### src/rtl/int_alu_pkg.sv
package int_alu_pkg;
  localparam int unsigned DATA_W = 32;

  typedef enum logic [1:0] {
    SEL_PASS_Y = 2'b00,
    SEL_SLT    = 2'b01,
    SEL_ARITH  = 2'b10,
    SEL_LOGIC  = 2'b11
  } sel_op_e;

  typedef enum logic [1:0] {
    BIT_AND = 2'b00,
    BIT_OR  = 2'b01,
    BIT_XOR = 2'b10,
    BIT_NOR = 2'b11
  } bit_op_e;
endpackage

### src/rtl/int_alu_addsub.sv
module int_alu_addsub #(
  parameter int unsigned W = 32
) (
  input  logic [W-1:0] a,
  input  logic [W-1:0] b,
  input  logic         sub,
  output logic [W-1:0] sum,
  output logic         ovf
);
  logic [W-1:0] b_eff;
  logic [W:0]   full;

  // subtraction as a + ~b + 1
  assign b_eff = b ^ {W{sub}};
  assign full  = {1'b0, a} + {1'b0, b_eff} + {{W{1'b0}}, sub};
  assign sum   = full[W-1:0];

  // sign rule: the effective operands agree in sign and the outcome does not
  assign ovf = ~(a[W-1] ^ b_eff[W-1]) & (a[W-1] ^ sum[W-1]);
endmodule

### src/rtl/int_alu_logic.sv
module int_alu_logic #(
  parameter int unsigned W = 32
) (
  input  logic [W-1:0] a,
  input  logic [W-1:0] b,
  input  logic [1:0]   op,
  output logic [W-1:0] q
);
  import int_alu_pkg::*;

  for (genvar i = 0; i < W; i++) begin : g_bit
    always_comb begin
      unique case (bit_op_e'(op))
        BIT_AND: q[i] = a[i] & b[i];
        BIT_OR:  q[i] = a[i] | b[i];
        BIT_XOR: q[i] = a[i] ^ b[i];
        default: q[i] = ~(a[i] | b[i]);
      endcase
    end
  end
endmodule

### src/rtl/int_alu.sv
module int_alu #(
  parameter int unsigned W = int_alu_pkg::DATA_W
) (
  input  logic [W-1:0] x,
  input  logic [W-1:0] y,
  input  logic         sub_en,
  input  logic [1:0]   bit_op,
  input  logic [1:0]   sel_op,
  output logic [W-1:0] result,
  output logic         ovf,
  output logic         is_zero
);
  import int_alu_pkg::*;

  logic [W-1:0] as_sum;
  logic [W-1:0] lg_q;
  logic [W-1:0] slt_word;

  int_alu_addsub #(.W(W)) u_addsub (
    .a   (x),
    .b   (y),
    .sub (sub_en),
    .sum (as_sum),
    .ovf (ovf)
  );

  int_alu_logic #(.W(W)) u_logic (
    .a  (x),
    .b  (y),
    .op (bit_op),
    .q  (lg_q)
  );

  assign slt_word = {{(W-1){1'b0}}, as_sum[W-1]};
  assign is_zero  = ~|as_sum;

  always_comb begin
    unique case (sel_op_e'(sel_op))
      SEL_PASS_Y: result = y;
      SEL_SLT:    result = slt_word;
      SEL_ARITH:  result = as_sum;
      default:    result = lg_q;
    endcase
  end
endmodule

### config.mk
export PLATFORM = sky130hd
export DESIGN_NAME = int_alu
export DESIGN_NICKNAME = d
export VERILOG_FILES = /design/src/rtl/int_alu_pkg.sv /design/src/rtl/int_alu_addsub.sv /design/src/rtl/int_alu_logic.sv /design/src/rtl/int_alu.sv
export SDC_FILE = /design/constraint.sdc
export NUM_CORES = 1
export LEC_CHECK = 0
export CAP_MARGIN = 40
export CORE_AREA = 2 2 97 99
export DETAILED_ROUTE_END_ITERATION = 10
export DIE_AREA = 0 0 99 101
export DONT_BUFFER_PORTS = 1
export PLACE_DENSITY_LB_ADDON = 0.25
export SLEW_MARGIN = 15
export SYNTH_ARGS = -nofsm -noshare
export SYNTH_HDL_FRONTEND = slang
export SYNTH_SLANG_ARGS = --single-unit
### constraint.sdc
create_clock -name vclk -period 4
set_clock_uncertainty 0.1 [all_clocks]
set_input_delay 0.4 -clock vclk [all_inputs]
set_output_delay 0.4 -clock vclk [all_outputs]
set_load 0.02 [all_outputs]
==> results of run 1 <==
## worst max-delay path, delay by kind of cell
family | cells | cell delay (ns)
AO/OA/AOI/OAI | 6 | 1.31
AND/OR/NAND/NOR | 3 | 0.55
adder cells (fa/ha/maj) | 1 | 0.44
XOR/XNOR | 2 | 0.35
buffers and inverters | 2 | 0.25
## layer usage
metal	vias to the layer above	share of wire [%]	global-route usage [%]
li1	2377	-	-
met1	2176	47	33.3
met2	127	48	44.3
met3	8	5.0	1.80
met4	0	0.49	2.42
met5	-	0	0
## cell type report
cell class | count | area (um2) | share of cell area (%)
Multi-Input combinational cell | 582 | 4370 | 86.0
Timing Repair Buffer | 38 | 285 | 5.61
Inverter | 76 | 285 | 5.61
Tap cell | 111 | 139 | 2.73
## stage by stage
step           hold slack [ns]  worst slack (ns)  utilization [%]  TNS, ns  power [mW]
6_report                 0.861             0.196             56.6        0       0.950
5_1_grt                  0.867           0.00276             56.6        0        1.06
3_5_place_dp             0.858            0.0138             56.2        0       0.930
4_1_cts                  0.859            0.0338             56.4        0       0.939
2_1_floorplan            0.879            0.0595                -        0       0.719
3_3_place_gp             0.860           -0.0831             56.2  -0.0831       0.918
## synthesized netlist by cell type (all sizes together), types with 9 or more instances
master / number
a21oi: 60
buf: 11
clkbuf: 26
ha: 97
inv: 76
mux2i: 30
nand2: 92
nand4: 9
nor2: 33
o21ai: 79
xnor2: 42
xor2: 53
## power breakdown
group          leakage, nW  switching (mW)  internal [mW]
clock                    0               0              0
combinational         2.50           0.549          0.401
sequential               0               0              0
total                 2.50           0.549          0.401
## cell usage in the layout, fill, tap and decap left out, types with 29 or more instances in the layout
| master | count |
|---|---|
| sky130_fd_sc_hd__buf_4 | 38 |
| sky130_fd_sc_hd__mux2i_1 | 29 |
| sky130_fd_sc_hd__o21ai_0 | 68 |
| sky130_fd_sc_hd__ha_1 | 97 |
| sky130_fd_sc_hd__nor2_1 | 31 |
| sky130_fd_sc_hd__a21oi_1 | 56 |
| sky130_fd_sc_hd__inv_1 | 76 |
| sky130_fd_sc_hd__xor2_1 | 53 |
| sky130_fd_sc_hd__nand2_1 | 92 |
| sky130_fd_sc_hd__xnor2_1 | 41 |
## logic make-up after synthesis
logic type                 Yosys count
and+or+nand+nor                    161
xor gates and xnor gates            95
AOI/OAI and AO/OA                  192
buffers and inverters              113
muxes                               36
adders and majority gates           98
## worst max path at each step
stage           start  endpoint  cells past startpoint
3_5_place_dp   sub_en   is_zero                     13
5_1_grt        sub_en   is_zero                     13
3_3_place_gp   sub_en   is_zero                     12
6_report       sub_en   is_zero                     14
4_1_cts        sub_en   is_zero                     14
2_1_floorplan  sub_en   is_zero                     15
## repair_timing
| item | in CTS | in global routing |
|---|---|---|
| endpoints found under the setup margin | 1 | 1 |
| hold buffers | 0 | 0 |
| resized for setup | 3 | 7 |
| pin swaps | 0 | 3 |
==> results by group, run 1 <==
Outcome
  – Run status: completed

Synthesis
  – Simple-gate portion of the synthesized area: between 10% and 20%
  – Number of distinct library cells after synthesis: 60
  – Largest family of logic cells by synthesized area: adder cells
  – Mean post-synth cell area: 6.86 um2
  – Yosys warnings: 0
  – Share of synthesized area occupied by flip-flops and latches: 0%
  – Main area contributors after synthesis: sky130_fd_sc_hd__ha_1 25%, sky130_fd_sc_hd__xor2_1 9.7%, sky130_fd_sc_hd__xnor2_1 7.5%
  – Synth Instances: just under 700
  – Mux share of post-synthesis cell area: 7.97%
  – Synth top area share: 25.4%
  – Cell taking the most area after synthesis: sky130_fd_sc_hd__ha_1
  – Post-Synthesis Net Count: approximately 860
  – Synthesized area: 4770 um2
  – Synth Area in Compound Gates: 24.5%
  – Area share of xor/xnor cells in the synthesized design: between 15 and 20%
  – Adder-cell area share of the yosys netlist: roughly a quarter

Place
  – Number of port buffers: 0
  – Area post-placement: about 5000 um2
  – Inst Count DP: around 800
  – Weighted congestion at the end of routability-driven global placement: between 0.9 and 1
  – DPL Wire Length: approximately 10000 um

Timing
  – Post-route minimum period: ~3.8 ns
  – Hold violation count in the final report: 0
  – Number of pins exceeding their max-slew limit in the final report: 0
  – Setup repair after global routing missed its margin: false
  – Setup-failing EPs final: 0
  – Actual slew at the worst max-slew pin: 0.774 ns
  – Top achievable clock speed: ~0.26 GHz
  – Slew margin rel.: 48.4%
  – Part of the cycle the worst path needs: about 95%

Worst setup path
  – Required time of the worst setup path: between 3 and 4 ns
  – Category of the worst setup path launch point: input port
  – Arrival @ worst endpoint: about 3.3 ns
  – Largest stage delay on the critical path: 0.44 ns
  – Critical path fanouts, max: 32
  – Library cell contributing the largest single delay on the critical path: sky130_fd_sc_hd__fa_1
  – Kind of critical path: input port to output port
  – Worst setup EP type: output port
  – Worst path cell trace: xor2_1, inv_1, fa_1, nor2b_2, o311a_1, o21ai_2, o31ai_1, nor2_1, o21bai_1, a21oi_1, xnor2_1, a2111oi_2, buf_4, and4_4

Floorplan
  – DIE WIDTH: 99 um
  – Area of the core: 8980 um2
  – Height of the die: about 100 um
  – Number of placement rows: 35
  – Top Ports: 103
  – Area of the die: between 9000 and 10000 um2
  – Starting Density: 53.1%

GRT
  – Number of antenna violations at the first check in global routing: 0
  – Via count of the first global-routing pass: 4537
  – Total congestion overflow: 0
  – First-pass GRT wire length: between 20000 and 25000 um
  – Pin count of the biggest net entering global routing: 68
  – Aggregate global-route resource usage: approximately a quarter

Min path
  – Hold Crit Depth: 1
  – Hold path startpoint: sel_op[0]
  – Worst hold path endpoint: result[0]
  – Hold WC Path Type: input port to output port

Pwr
  – Leak Pwr: between 2 and 3 nW
  – Maximum VDD drop: 0.0911 mV
  – Total power per unit cell area: 187 nW/um2

Cells and area
  – Count of non-filler cells in the finished layout: about 800
  – Fraction of final layout cells sized beyond drive strength 1: about a tenth
  – Clkbuf count: 0
  – Sequential Area: 0 um2
  – Count of inserted antenna diode cells: 0
  – Area added between synthesis and finish: 6.56%
  – Net count, final: about 870
  – Final design area excluding fillers: between 5000 and 6000 um2
  – FILL cells: 858
  – FFs & Latches: 0

Flow run
  – Max-cap viol count: 0

Detailed routing
  – Routed length per placed instance: between 15 and 20 um
  – Antenna Nets Post-Route: 0
  – Number of DRC violations after detailed-routing iteration 0: around 200
  – Per-cell via count in the routed design: between 5 and 6
  – Iteration count of the initial detailed-routing pass: 5
  – Wire length reported by the detailed router: around 13000 um
  – Via count: between 4k and 5k
  – Number of design rule violations left after detail routing: 0

Clocking
  – Post-CTS repair timing setup buffer count: 0
Note: power is estimated with default switching activity, not from simulation.
==> run 2, diff against run 1 <==
--- a/config.mk
+++ b/config.mk
@@ -6,12 +6,13 @@
 export NUM_CORES = 1
 export LEC_CHECK = 0
 export CAP_MARGIN = 40
-export CORE_AREA = 2 2 97 99
+export CORE_AREA = 2 2 101 103
 export DETAILED_ROUTE_END_ITERATION = 10
-export DIE_AREA = 0 0 99 101
+export DIE_AREA = 0 0 103 105
 export DONT_BUFFER_PORTS = 1
 export PLACE_DENSITY_LB_ADDON = 0.25
 export SLEW_MARGIN = 15
 export SYNTH_ARGS = -nofsm -noshare
 export SYNTH_HDL_FRONTEND = slang
+export SYNTH_HIERARCHICAL = 1
 export SYNTH_SLANG_ARGS = --single-unit
==> run 2 against run 1 <==
Compared with the run above:
- die area grew 8.2%
- routed wire length rose by 6.0%
- flip-flop and latch count unchanged
- total power is 7.5% higher
- fmax shrank 2.4%
- non-clock buffer count is 29 lower
- highest routed layer unchanged
- final area increased by 2.5%
- hold slack better by 0.063 ns
==> results by group, run 2 <==
GRT
  – Aggregate global-route resource usage: between 20% and 30%
  – Pin count of the biggest net entering global routing: 97
  – First-pass GRT wire length: about 22000 um
  – Via count of the first global-routing pass: 4591
  – Total congestion overflow: 0
  – Number of antenna violations at the first check in global routing: 0

Floorplan
  – Height of the die: approximately 110 um
  – Area of the core: ~9600 um2
  – Top Ports: ~100
  – Starting Density: 54.6%
  – Area of the die: 10800 um2
  – Number of placement rows: 36
  – DIE WIDTH: between 100 and 150 um

Clocking
  – # hold bufs at CTS: 0

Pwr
  – Switch share: between 50 and 60%
  – Total power per unit cell area: 196 nW/um2
  – Relative contribution of combinational cells to total power: 100.0%
  – Clock power frac: 0%
  – Total power consumption of the routed design: 1.02 mW
  – Maximum VDD drop: 0.0980 mV
  – Leak Pwr: between 2 and 3 nW
  – Total internal power: 468 uW
  – Net switching power: 553 uW
  – Sequential power share: 0%

Worst setup path
  – Category of the worst setup path launch point: input port
  – Kind of critical path: input port to output port
  – Largest stage delay on the critical path: 0.42 ns
  – Most prevalent standard cell on the critical path: sky130_fd_sc_hd__xor2_1
  – Critical path fanouts, max: 32
  – Arrival @ worst endpoint: 3.40 ns
  – Worst path cell trace: xor2_1, ha_1, a21o_1, or3_1, o211ai_2, o211ai_1, o21ai_1, nor2_1, xor2_1, nor4_1, nand4_1, nor2_2, buf_4
  – Required time of the worst setup path: about 3.5 ns
  – First element of the critical path: sub_en
  – Library cell contributing the largest single delay on the critical path: sky130_fd_sc_hd__o21ai_1
  – Worst setup EP type: output port

Place
  – DPL Wire Length: between 10000 and 15000 um
  – Post-placement worst setup slack: just under 0.1 ns
  – Area post-placement: about 5200 um2
  – Number of port buffers: 0
  – Weighted congestion at the end of routability-driven global placement: 0.938

Synthesis
  – Synthesized area: about 5300 um2
  – Mux share of post-synthesis cell area: 17.6%
  – Post-Synthesis Net Count: about 860
  – Simple-gate portion of the synthesized area: between 15 and 20%
  – Largest family of logic cells by synthesized area: compound AO/OA/AOI/OAI gates
  – Cell taking the most area after synthesis: sky130_fd_sc_hd__ha_1
  – Cell with the most instances after synthesis: sky130_fd_sc_hd__ha_1
  – Mean post-synth cell area: approximately 7.6 um2
  – Synth top area share: around 22%
  – Main area contributors after synthesis: sky130_fd_sc_hd__ha_1 22%, sky130_fd_sc_hd__mux2_4 17%, sky130_fd_sc_hd__xor2_1 7.2%
  – List of most frequent post-synthesis cells: 94 x sky130_fd_sc_hd__ha_1, 82 x sky130_fd_sc_hd__nand2_1, 74 x sky130_fd_sc_hd__inv_1, 58 x sky130_fd_sc_hd__mux2_4, 47 x sky130_fd_sc_hd__o21ai_0
  – Area share of xor/xnor cells in the synthesized design: 9.82%
  – Adder-cell area share of the yosys netlist: 22.7%
  – Share of synthesized area occupied by flip-flops and latches: 0%
  – Yosys warnings: 6
  – Synth Instances: approximately 690
  – Number of distinct library cells after synthesis: around 60
  – Synth Area in Compound Gates: a little under a quarter

Timing
  – Slew margin rel.: 51.6%
  – Slack of the critical path: between 0.1 and 0.15 ns
  – Hold violation count in the final report: 0
  – Setup-failing EPs final: 0
  – Number of pins exceeding their max-slew limit in the final report: 0
  – Post-route minimum period: 3.90 ns
  – Part of the cycle the worst path needs: a little under 100%
  – Actual slew at the worst max-slew pin: between 0.7 and 0.8 ns
  – Top achievable clock speed: 0.257 GHz

Detailed routing
  – Number of design rule violations left after detail routing: 0
  – Per-cell via count in the routed design: a little over 6
  – Routed length per placed instance: between 15 and 20 um
  – Antenna Nets Post-Route: 0
  – Iteration count of the initial detailed-routing pass: 5
  – Wire length reported by the detailed router: ~14000 um
  – Via count: about 4.9k
  – Number of DRC violations after detailed-routing iteration 0: 295

Cells and area
  – FILL cells: slightly below 1k
  – Sequential Area: 0 um2
  – Net count, final: a little over 800
  – Final design area excluding fillers: approximately 5200 um2
  – Utilization after layout: a little over half
  – Count of inserted antenna diode cells: 0
  – Leading cell types in the layout, fill and taps excluded: 94 x sky130_fd_sc_hd__ha_1, 82 x sky130_fd_sc_hd__nand2_1, 74 x sky130_fd_sc_hd__inv_1
  – Area added between synthesis and finish: -0.928%
  – Most common cell after layout, fill and taps aside: sky130_fd_sc_hd__ha_1
  – Clkbuf count: 0
  – Fraction of final layout cells sized beyond drive strength 1: about an eighth
  – FFs & Latches: 0

Flow run
  – Max-cap viol count: 0

Min path
  – Hold path startpoint: sel_op[1]
  – Hold WC Path Type: input port to output port

Outcome
  – Run status: completed
[run 2: cell count changes in the layout (fill, tap and decap cells not counted), moves of 10 or more]
cell                      change
sky130_fd_sc_hd__a21oi_1     -25
sky130_fd_sc_hd__a22o_1      +27
sky130_fd_sc_hd__buf_4       -29
sky130_fd_sc_hd__mux2_4      +58
sky130_fd_sc_hd__mux2i_1     -28
sky130_fd_sc_hd__nand2_1     -10
sky130_fd_sc_hd__nand3_1     +11
sky130_fd_sc_hd__o21ai_0     -21
sky130_fd_sc_hd__o21ai_1     +22
sky130_fd_sc_hd__xnor2_1     -25
sky130_fd_sc_hd__xor2_1      -10
[run 2: power groups by stage]
stage / clock (mW) / sequential, mW / combinational, mW
2_1_floorplan: 0 / 0 / 0.868
3_3_place_gp: 0 / 0 / 0.973
3_5_place_dp: 0 / 0 / 0.992
4_1_cts: 0 / 0 / 0.999
5_1_grt: 0 / 0 / 1.11
6_report: 0 / 0 / 1.02
[run 2: worst paths after layout]
| kind | end | cells past startpoint |
|---|---|---|
| worst max-delay path | is_zero | 13 |
| worst min-delay path | result[5] | 1 |
[run 2: cell families (layout without fill, tap and decap cells)]
kind of cell | Yosys count | in the layout
AOI/OAI and AO/OA | 187 | 187
muxes | 62 | 62
adders and majority gates | 95 | 95
and+or+nand+nor | 171 | 171
xor gates and xnor gates | 59 | 59
buffers and inverters | 117 | 83
[run 2: critical path, delay by kind of cell]
kind	cells	cell delay, ns
xor gates and xnor gates	2	0.35
AOI/OAI and AO/OA	4	1.03
and+or+nand+nor	5	1.09
buffers and inverters	1	0.16
adders and majority gates	1	0.35
[run 2: area by class of cell]
type	instances	area [um2]	share of cell area, %
Inverter	74	278	5.33
Tap cell	133	166	3.19
Timing Repair Buffer	9	67.6	1.30
Multi-Input combinational cell	574	4700	90.2
[run 2: through the flow]
step           hold WS (ns)  std cells  setup TNS, ns
2_1_floorplan         0.906        691              0
3_3_place_gp          0.926        786              0
3_5_place_dp          0.926        786              0
4_1_cts               0.926        786              0
5_1_grt               0.929        790        -0.0217
6_report              0.924        790              0
[run 2: per-layer routing]
layer	vias to the layer above	track usage, %	share of wire (%)
met5	-	0	0
met4	0	2.63	1.4
met3	22	1.74	5.9
met2	164	43.6	50
met1	2322	30.9	42
li1	2352	-	-
[run 2: repair_timing]
item | CTS | global route
setup endpoints to repair | 0 | 1
buffers inserted | 0 | 4
gates resized for setup | 0 | 3
